## config.mk

```make
export PLATFORM = sky130hd
export DESIGN_NAME = tx_loopback_guard
export DESIGN_NICKNAME = d
export VERILOG_FILES = /design/src/rtl/txg_pkg.sv /design/src/rtl/txg_echo_check.sv /design/src/rtl/txg_overrun.sv /design/src/rtl/tx_loopback_guard.sv
export SDC_FILE = /design/constraint.sdc
export NUM_CORES = 1
export LEC_CHECK = 0
export BUFFER_PORTS_ARGS = -buffer_cell sky130_fd_sc_hd__buf_2
export CAP_MARGIN = 10
export CORE_ASPECT_RATIO = 1.1
export CORE_MARGIN = 3
export CORE_UTILIZATION = 45
export CTS_BUF_LIST = sky130_fd_sc_hd__clkbuf_8
export DETAILED_ROUTE_END_ITERATION = 12
export PLACE_DENSITY_LB_ADDON = 0.05
export SYNTH_ARGS = -nofsm -noshare
export SYNTH_HDL_FRONTEND = slang
export SYNTH_HIERARCHICAL = 1
export SYNTH_SLANG_ARGS = --single-unit
```

## constraint.sdc

```tcl
create_clock -name clk -period 3.1 [get_ports clk]
set_input_delay 0.31 -clock clk [delete_from_list [all_inputs] [get_ports clk]]
set_output_delay 0.31 -clock clk [all_outputs]
set_load 0.005 [all_outputs]
```

## src/rtl/txg_pkg.sv

```systemverilog
package txg_pkg;
    localparam int unsigned TXG_WORD_W   = 16;
    localparam int unsigned TXG_QDEPTH   = 2;
    localparam int unsigned TXG_ECHO_TMO = 40;
    localparam int unsigned TXG_OVR_CYC  = 83500; // 668 us at 125 MHz

    typedef struct packed {
        logic mismatch;
        logic stray;
        logic late;
        logic overfill;
    } echo_fault_t;
endpackage

```

## src/rtl/txg_echo_check.sv

```systemverilog
module txg_echo_check
    import txg_pkg::*;
#(
    parameter int unsigned WORD_W   = TXG_WORD_W,
    parameter int unsigned QDEPTH   = TXG_QDEPTH,
    parameter int unsigned ECHO_TMO = TXG_ECHO_TMO
) (
    input  logic              clk,
    input  logic              rst_n,
    input  logic              clear_i,
    input  logic              tx_push_i,
    input  logic [WORD_W-1:0] tx_word_i,
    input  logic              rx_valid_i,
    input  logic [WORD_W-1:0] rx_word_i,
    input  logic              rx_par_err_i,
    input  logic              rx_man_err_i,
    output logic              abort_o,
    output logic              err_o
);
    localparam int unsigned PTR_W = (QDEPTH > 1) ? $clog2(QDEPTH) : 1;
    localparam int unsigned CNT_W = $clog2(QDEPTH + 1);
    localparam int unsigned AGE_W = $clog2(ECHO_TMO + 1);

    typedef struct packed {
        logic [QDEPTH-1:0][WORD_W-1:0] slot;
        logic [PTR_W-1:0]              wr;
        logic [PTR_W-1:0]              rd;
        logic [CNT_W-1:0]              cnt;
        logic [AGE_W-1:0]              age;
        logic                          err;
        logic                          abort;
    } echo_st_t;

    echo_st_t    s_d, s_q;
    echo_fault_t flt;
    logic        pop;
    logic        fail;
    logic [CNT_W-1:0] cnt_left;

    function automatic logic [PTR_W-1:0] ptr_next(input logic [PTR_W-1:0] p);
        return (p == PTR_W'(QDEPTH - 1)) ? '0 : p + 1'b1;
    endfunction

    always_comb begin
        s_d       = s_q;
        s_d.abort = 1'b0;
        pop       = rx_valid_i && (s_q.cnt != '0);
        cnt_left  = s_q.cnt - CNT_W'(pop);

        flt.mismatch = pop && ((s_q.slot[s_q.rd] != rx_word_i) || rx_par_err_i || rx_man_err_i);
        flt.stray    = rx_valid_i && (s_q.cnt == '0);
        flt.late     = (s_q.cnt != '0) && (s_q.age == AGE_W'(ECHO_TMO));
        flt.overfill = tx_push_i && (cnt_left == CNT_W'(QDEPTH));
        fail         = (|flt) && !s_q.err && !clear_i;

        if (clear_i || s_q.err || fail) begin
            s_d.wr    = '0;
            s_d.rd    = '0;
            s_d.cnt   = '0;
            s_d.age   = '0;
            s_d.err   = !clear_i && (s_q.err || fail);
            s_d.abort = fail;
        end else begin
            if (pop) begin
                s_d.rd = ptr_next(s_q.rd);
            end
            if (tx_push_i) begin
                s_d.slot[s_q.wr] = tx_word_i;
                s_d.wr           = ptr_next(s_q.wr);
            end
            s_d.cnt = cnt_left + CNT_W'(tx_push_i);
            if ((s_q.cnt == '0) || pop || (s_d.cnt == '0)) begin
                s_d.age = '0;
            end else begin
                s_d.age = s_q.age + 1'b1;
            end
        end
    end

    always_ff @(posedge clk or negedge rst_n) begin
        if (!rst_n) begin
            s_q <= '0;
        end else begin
            s_q <= s_d;
        end
    end

    assign abort_o = s_q.abort;
    assign err_o   = s_q.err;

    p_err_sticky_r6: assert property (@(posedge clk) disable iff (!rst_n)
        s_q.err && !clear_i |=> s_q.err);
    p_abort_single_r2: assert property (@(posedge clk) disable iff (!rst_n)
        s_q.abort |=> !s_q.abort);
    p_abort_sets_err_r2: assert property (@(posedge clk) disable iff (!rst_n)
        s_q.abort |-> s_q.err);
    p_no_overflow_r5: assert property (@(posedge clk) disable iff (!rst_n)
        s_q.cnt <= CNT_W'(QDEPTH));
    p_clear_err_r10: assert property (@(posedge clk) disable iff (!rst_n)
        clear_i |=> !s_q.err && (s_q.cnt == '0));
endmodule

```

## src/rtl/txg_overrun.sv

```systemverilog
module txg_overrun
    import txg_pkg::*;
#(
    parameter int unsigned OVR_CYC = TXG_OVR_CYC
) (
    input  logic clk,
    input  logic rst_n,
    input  logic clear_i,
    input  logic tx_en_i,
    output logic inhibit_o,
    output logic trip_o
);
    localparam int unsigned RUN_W = $clog2(OVR_CYC + 1);

    typedef struct packed {
        logic [RUN_W-1:0] run;
        logic             inh;
        logic             trip;
    } ovr_st_t;

    ovr_st_t s_d, s_q;

    always_comb begin
        s_d      = s_q;
        s_d.trip = 1'b0;
        if (clear_i) begin
            s_d.run = '0;
            s_d.inh = 1'b0;
        end else begin
            if (!tx_en_i) begin
                s_d.run = '0;
            end else if (s_q.run != RUN_W'(OVR_CYC)) begin
                s_d.run = s_q.run + 1'b1;
            end
            if (tx_en_i && (s_q.run == RUN_W'(OVR_CYC)) && !s_q.inh) begin
                s_d.inh  = 1'b1;
                s_d.trip = 1'b1;
            end
        end
    end

    always_ff @(posedge clk or negedge rst_n) begin
        if (!rst_n) begin
            s_q <= '0;
        end else begin
            s_q <= s_d;
        end
    end

    assign inhibit_o = s_q.inh;
    assign trip_o    = s_q.trip;

    p_inhibit_hold_r9: assert property (@(posedge clk) disable iff (!rst_n)
        s_q.inh && !clear_i |=> s_q.inh);
    p_inhibit_cause_r7: assert property (@(posedge clk) disable iff (!rst_n)
        $rose(s_q.inh) |-> $past(tx_en_i) && ($past(s_q.run) == RUN_W'(OVR_CYC)));
    p_low_restarts_r8: assert property (@(posedge clk) disable iff (!rst_n)
        !tx_en_i && !s_q.inh |=> !s_q.inh);
    p_clear_inh_r10: assert property (@(posedge clk) disable iff (!rst_n)
        clear_i |=> !s_q.inh && !s_q.trip);
endmodule

```

## src/rtl/tx_loopback_guard.sv

```systemverilog
module tx_loopback_guard
    import txg_pkg::*;
#(
    parameter int unsigned WORD_W   = TXG_WORD_W,
    parameter int unsigned QDEPTH   = TXG_QDEPTH,
    parameter int unsigned ECHO_TMO = TXG_ECHO_TMO,
    parameter int unsigned OVR_CYC  = TXG_OVR_CYC
) (
    input  logic              clk,
    input  logic              rst_n,
    input  logic              clear_i,
    input  logic              tx_en_i,
    input  logic              tx_push_i,
    input  logic [WORD_W-1:0] tx_word_i,
    input  logic              rx_valid_i,
    input  logic [WORD_W-1:0] rx_word_i,
    input  logic              rx_par_err_i,
    input  logic              rx_man_err_i,
    output logic              tx_abort_o,
    output logic              msg_fail_irq_o,
    output logic              msg_err_o,
    output logic              tx_inhibit_o
);
    logic echo_abort;
    logic ovr_trip;

    txg_echo_check #(
        .WORD_W  (WORD_W),
        .QDEPTH  (QDEPTH),
        .ECHO_TMO(ECHO_TMO)
    ) u_echo (
        .clk         (clk),
        .rst_n       (rst_n),
        .clear_i     (clear_i),
        .tx_push_i   (tx_push_i),
        .tx_word_i   (tx_word_i),
        .rx_valid_i  (rx_valid_i),
        .rx_word_i   (rx_word_i),
        .rx_par_err_i(rx_par_err_i),
        .rx_man_err_i(rx_man_err_i),
        .abort_o     (echo_abort),
        .err_o       (msg_err_o)
    );

    txg_overrun #(
        .OVR_CYC(OVR_CYC)
    ) u_ovr (
        .clk      (clk),
        .rst_n    (rst_n),
        .clear_i  (clear_i),
        .tx_en_i  (tx_en_i),
        .inhibit_o(tx_inhibit_o),
        .trip_o   (ovr_trip)
    );

    assign tx_abort_o     = echo_abort;
    assign msg_fail_irq_o = echo_abort | ovr_trip;

    p_inhibit_irq_r7: assert property (@(posedge clk) disable iff (!rst_n)
        $rose(tx_inhibit_o) |-> msg_fail_irq_o);
    p_abort_irq_r2: assert property (@(posedge clk) disable iff (!rst_n)
        $rose(msg_err_o) |-> msg_fail_irq_o && tx_abort_o);
endmodule

```

After elaboration in Yosys (flattened, before gate mapping)
Cells that the tools add are included.
- muxes and demuxes: 17
- bitwise gates (word level): 2
- add/subtract/negate cells: 6
- magnitude comparators: 3
- eq/ne operators: 6
- reductions and logical operators: 29
- operators with widths (kind ; count):
    16-bit 2-to-1 mux ; 3
    17-bit 2-to-1 mux ; 2
    32-bit bitwise mux ; 1
    18-bit 2-to-1 mux ; 1
    17-bit by 1-bit adder with 17-bit output, second input constant ; 1
    17-bit == test, second input constant ; 1
    17-bit inequality test, second input constant ; 1
    16-bit demux with 1-bit select ; 1
    16-bit inequality test ; 1
    1-bit logical AND ; 11
    10-bit 2-to-1 mux ; 1
    2-bit nonzero test ; 4
    1-bit logical OR ; 7
    6-bit by 1-bit adder with 6-bit output, second input constant ; 1
    6-bit == test, second input constant ; 1
    1-bit 2-to-1 mux ; 6
    6-bit 2-to-1 mux ; 1
    2-bit logical NOT ; 2
    1-bit by 2-bit < comparator with 1-bit output, second input constant ; 2
    4-bit OR reduction ; 1
    1-bit logical NOT ; 3
    3-bit by 2-bit inequality test with 1-bit output, second input constant ; 1
    1-bit adder, second input constant ; 2
    2-bit by 1-bit adder with 2-bit output ; 1
    other kinds (7) ; 7
- output and inout port bits: 4
- input port bits: 40
- flip-flop bits (word level): 63

Depth between registers and ports, before layout
- depth after elaboration: 12
- mapped depth: 12
- depth with buffers taken out: 11

Modules after synthesis
The synthesis kept the hierarchy.
- modules (own cells, without submodules) (module ; instances ; area an instance (um^2) ; seq. area each (um^2) ; cells each):
    txg_echo_check ; 1 ; 2363.5 ; 1101.1 ; 178
    txg_overrun ; 1 ; 953.4 ; 475.5 ; 99
    tx_loopback_guard ; 1 ; 6.3 ; 0.0 ; 1

Worst setup path after synthesis
OpenSTA, ideal clock, no wires.
- path type: register to register
- from: reg u_echo/s_q[9] (netlist name)
- to: reg u_echo/s_q[12] (netlist name)
- arrival: 2.350 ns
- setup slack: 0.625 ns
- library setup time: 0.125 ns
- required time: 2.975 ns
- path buffers: 1
- cell stages (with the launch flop): 11
- cells stage by stage: dfrtp_1 -> nor2_1 -> nor2b_1 -> ha_1 -> xor2_1 -> and2_1 -> nor3_1 -> nand4b_1 -> o21ai_4 -> buf_12 -> mux2_4
- longest elaborated chain between the ends: 11
- elaborated cells on any way between the ends: 15
- classes of those cells: add/sub (1); eq/ne (1); bitwise (1); reduce/logical (12)
- RTL lines (what ; line ; source):
    start: declaration ; txg_echo_check.sv:34 ; echo_st_t s_d, s_q;
    start signal: assignment ; txg_echo_check.sv:82 ; s_q <= '0;
    start signal: assignment ; txg_echo_check.sv:84 ; s_q <= s_d;
    2-bit nonzero test ; txg_echo_check.sv:47, txg_echo_check.sv:52 ;
    1-bit logical AND ; txg_echo_check.sv:47 ; pop = rx_valid_i && (s_q.cnt != '0);
    2-bit by 1-bit subtractor with 2-bit output ; txg_echo_check.sv:48 ; cnt_left = s_q.cnt - CNT_W'(pop);
    2-bit == test ; txg_echo_check.sv:53 ; flt.overfill = tx_push_i && (cnt_left == CNT_W'(QDEPTH));
    1-bit logical AND ; txg_echo_check.sv:53 ;
    4-bit OR reduction * ; txg_echo_check.sv:54 ; fail = (|flt) && !s_q.err && !clear_i;
    1-bit logical AND * (2 in a row) ; txg_echo_check.sv:54 ;
    1-bit logical OR * ; txg_echo_check.sv:56 ; if (clear_i || s_q.err || fail) begin
    1-bit inverter (no source line) * ; -- ;
    2-bit AND reduction (no source line) * ; -- ;
Mark *: on every way between the ends. The rest lies on a longest branch, timed or not.
A chain may end at the register's enable or synchronous reset.

Worst setup path after layout
- from: reg u_echo/s_q[9] (netlist name)
- to: reg u_echo/s_q[25] (netlist name)
Same word-level chain as after synthesis.

==> results.json <==
{
  "status": "finished, final reports clean",
  "multiInputGateArea_mm2": 0.00162,
  "vias": 2204,
  "routedWlPerCell_um": 14.7,
  "synth-adder-area-share_pct": 2.26,
  "fmax_mhz": 361,
  "htreeDepth": 3,
  "ys_ff_latch": 63,
  "fp.dieW_um": 87.9,
  "fillerInstances": 664,
  "finalSetupTns_ns": 0,
  "drv_slew": 0,
  "yosysWarningCount": 6,
  "start_kind": "flop",
  "antenna_found_initial": 0,
  "cts.sinks": 63,
  "first_global_vias": 2271,
  "synth_flop_cell": "dfrtp_1",
  "placed_area_mm2": 0.00365,
  "clockRootBuffer": "clkbuf_8",
  "cp.arrival_ns": 2.98,
  "cp_cell_sequence": "nor2_1 > nor2b_1 > ha_1 > xor2_1 > and2_1 > nor3_1 > nand4b_1 > o21ai_4 > buf_12 > mux2_2",
  "vias_per_cell": 5.20,
  "initial_core_util_pct": 46.9,
  "drc": 0,
  "final_nets": 380,
  "synthCells": 278,
  "critPathMaxStageDelay_ns": 0.42,
  "clock_path_buffers": 2,
  "syn2layout_area_growth_pct": 16.8,
  "antenna_cells": 0,
  "synth.mux.area_fraction_pct": 18.2,
  "critical-path-top-delay-family": "simple AND/OR/NAND/NOR gates",
  "yosys.area_share.simple_pct": 15.2,
  "p_leak_nw": 1.68,
  "grt_max_degree": 41,
  "drt_wl_total_um": 6240,
  "synth-edff-count": 0,
  "synth_top_family_by_area": "multiplexers",
  "worstMarginPinSlew_ns": 0.649,
  "synth-compound-area-share_pct": 3.69,
  "clock_latency_ns": 0.33,
  "grt-ovfl-total": 0,
  "maxCapViolCount": 0,
  "hold_class": "input pin to flop",
  "synth-xor-area-share_pct": 9.49,
  "syn-cell-area_mm2": 0.00332,
  "hold_violations": 0,
  "rsz0062_at_grt": "no",
  "drive_above_1_share_pct": 31.6,
  "grt_pass1_wl_um": 10600,
  "finalCriticalPeriod_ns": 2.77,
  "placementRows": 32,
  "critPathBufInv": 1,
  "path_max_fanout": 9,
  "cts_tree": "yes",
  "drt_first_iter_violations": 58,
  "seqCellArea_mm2": 0.00158,
  "period_share_pct": 89.3,
  "fin_area_mm2": 0.00388,
  "place.gp.congestion": 0.744,
  "grt_usage_pct": 16.5,
  "power_w": 0.00212,
  "skew_ns": 0.0135,
  "dp_hpwl_um": 4540,
  "cp.required_ns": 3.31,
  "worst_slack_ns": 0.331,
  "dieArea_mm2": 0.00845,
  "cts_inserted_buffers": 9,
  "syn_area_per_cell_um2": 12.0,
  "syn-num-nets": 324,
  "slowest_stage": "dfrtp_1",
  "relSlewSlack_pct": 56.8,
  "postRouteAntennaNets": 0,
  "ios": 44,
  "crit_type": "flop to flop",
  "setup_viol": 0,
  "path_clk_slew_ns": 0.08,
  "power.density_mw_per_mm2": 547,
  "ir_worst_vdd_mv": 0.286,
  "cp-end-kind": "flop",
  "synthArstFlopShare_pct": 100,
  "firstDrtPassIters": 7,
  "die_h_um": 96.1,
  "dp_slack_ns": 0.352,
  "ys_types": 42,
  "fp.coreArea_mm2": 0.00709,
  "io_buffers": 43,
  "ys_seq_area_share_pct": 47.4
}
==> state kept, by name, indices dropped and copies added (netlist names) <==
name,count
u_ovr/trip_o,1
u_echo/err_o,1
u_ovr/inhibit_o,1
u_echo/s_q,42
u_echo/abort_o,1
u_ovr/s_q,17
==> metrics by stage <==
step	instances	utilization (%)	hold WS, ns
2_1_floorplan	278	-	0.0144
3_3_place_gp	407	51.5	0.322
3_5_place_dp	407	51.5	0.328
4_1_cts	424	54.7	0.150
5_1_grt	424	54.7	0.145
6_report	424	54.7	0.166
==> per-layer routing <==
layer  up-vias  routed length [um]  track usage [%]
li1       1079                   -                -
met1      1083                2990             21.6
met2        37                2950             25.9
met3         5                 218             3.60
met4         0                  76             7.67
met5         -                   0                0
==> cells in the mapped netlist (all sizes together) (4+ instances only) <==
| library cell | instances | area, um^2 |
|---|---|---|
| a21oi | 5 | 25.0 |
| dfrtp | 63 | 1580 |
| nand3 | 6 | 30.0 |
| ha | 6 | 75.1 |
| nand2 | 7 | 26.3 |
| nor2 | 30 | 113 |
| or3 | 4 | 25.0 |
| o21ai | 6 | 52.6 |
| mux2 | 32 | 435 |
| inv | 11 | 41.3 |
| nor4 | 8 | 77.6 |
| nand4 | 7 | 50.1 |
| xnor2 | 31 | 272 |
| xor2 | 5 | 43.8 |
| nor3 | 10 | 55.1 |
| buf | 4 | 71.3 |
| mux2i | 17 | 170 |
==> placed cells by master (no fill, tap or decap), types with 6 or more instances in the layout <==
cell	Yosys	layout
nand4_1	6	6
inv_1	11	12
clkbuf_8	0	10
buf_4	0	6
mux2i_1	17	17
nand3_1	6	6
nor3_1	9	9
ha_1	6	6
xnor2_1	31	31
mux2_2	12	12
nor2_1	30	30
nand2_1	7	7
buf_2	0	43
mux2_4	20	20
dfrtp_1	63	63
==> report_power, final <==
part / switching [W] / internal, W
Sequential: 0.0000540 / 0.000919
Clock: 0.000312 / 0.000472
Combinational: 0.000152 / 0.000214
Total: 0.000518 / 0.00160
==> cells by family after synthesis <==
kind of cell               after synthesis
and+or+nand+nor                         89
DFF                                     63
muxes                                   49
xor gates and xnor gates                36
buffers and inverters                   18
AOI/OAI and AO/OA                       17
adders and majority gates                6
==> area by class of cell <==
| type | count | share of cell area (%) |
|---|---|---|
| multi-input combinational | 197 | 41.8 |
| sequential | 63 | 40.6 |
| timing repair buffer | 52 | 8.00 |
| clock buffer | 10 | 3.55 |
| tap | 85 | 2.74 |
| clock inverter | 6 | 2.19 |
| inverter | 11 | 1.06 |
==> path summary, 6_finish.rpt <==
path                                       from              end  slack, ns  cells past startpoint
worst max register to register    u_echo/s_q[9]   u_echo/s_q[25]       0.33                     10
max in group asynchronous                 rst_n   u_echo/s_q[32]       1.70                      3
worst max-delay path              u_echo/s_q[9]   u_echo/s_q[25]       0.33                     10
worst min register to register  u_ovr/inhibit_o     u_ovr/trip_o       0.46                      1
worst min-delay path                    clear_i  u_ovr/inhibit_o       0.17                      2
min in group asynchronous                 rst_n    u_echo/s_q[4]       0.49                      2
==> what timing repair did <==
| item | CTS | global route |
|---|---|---|
| gates resized for setup | 0 | 0 |
| endpoints found under the hold margin | 23 | 0 |
| buffers inserted | 0 | 0 |
| hold buffers | 1 | 0 |
Note: power is estimated with default switching activity, not from simulation.
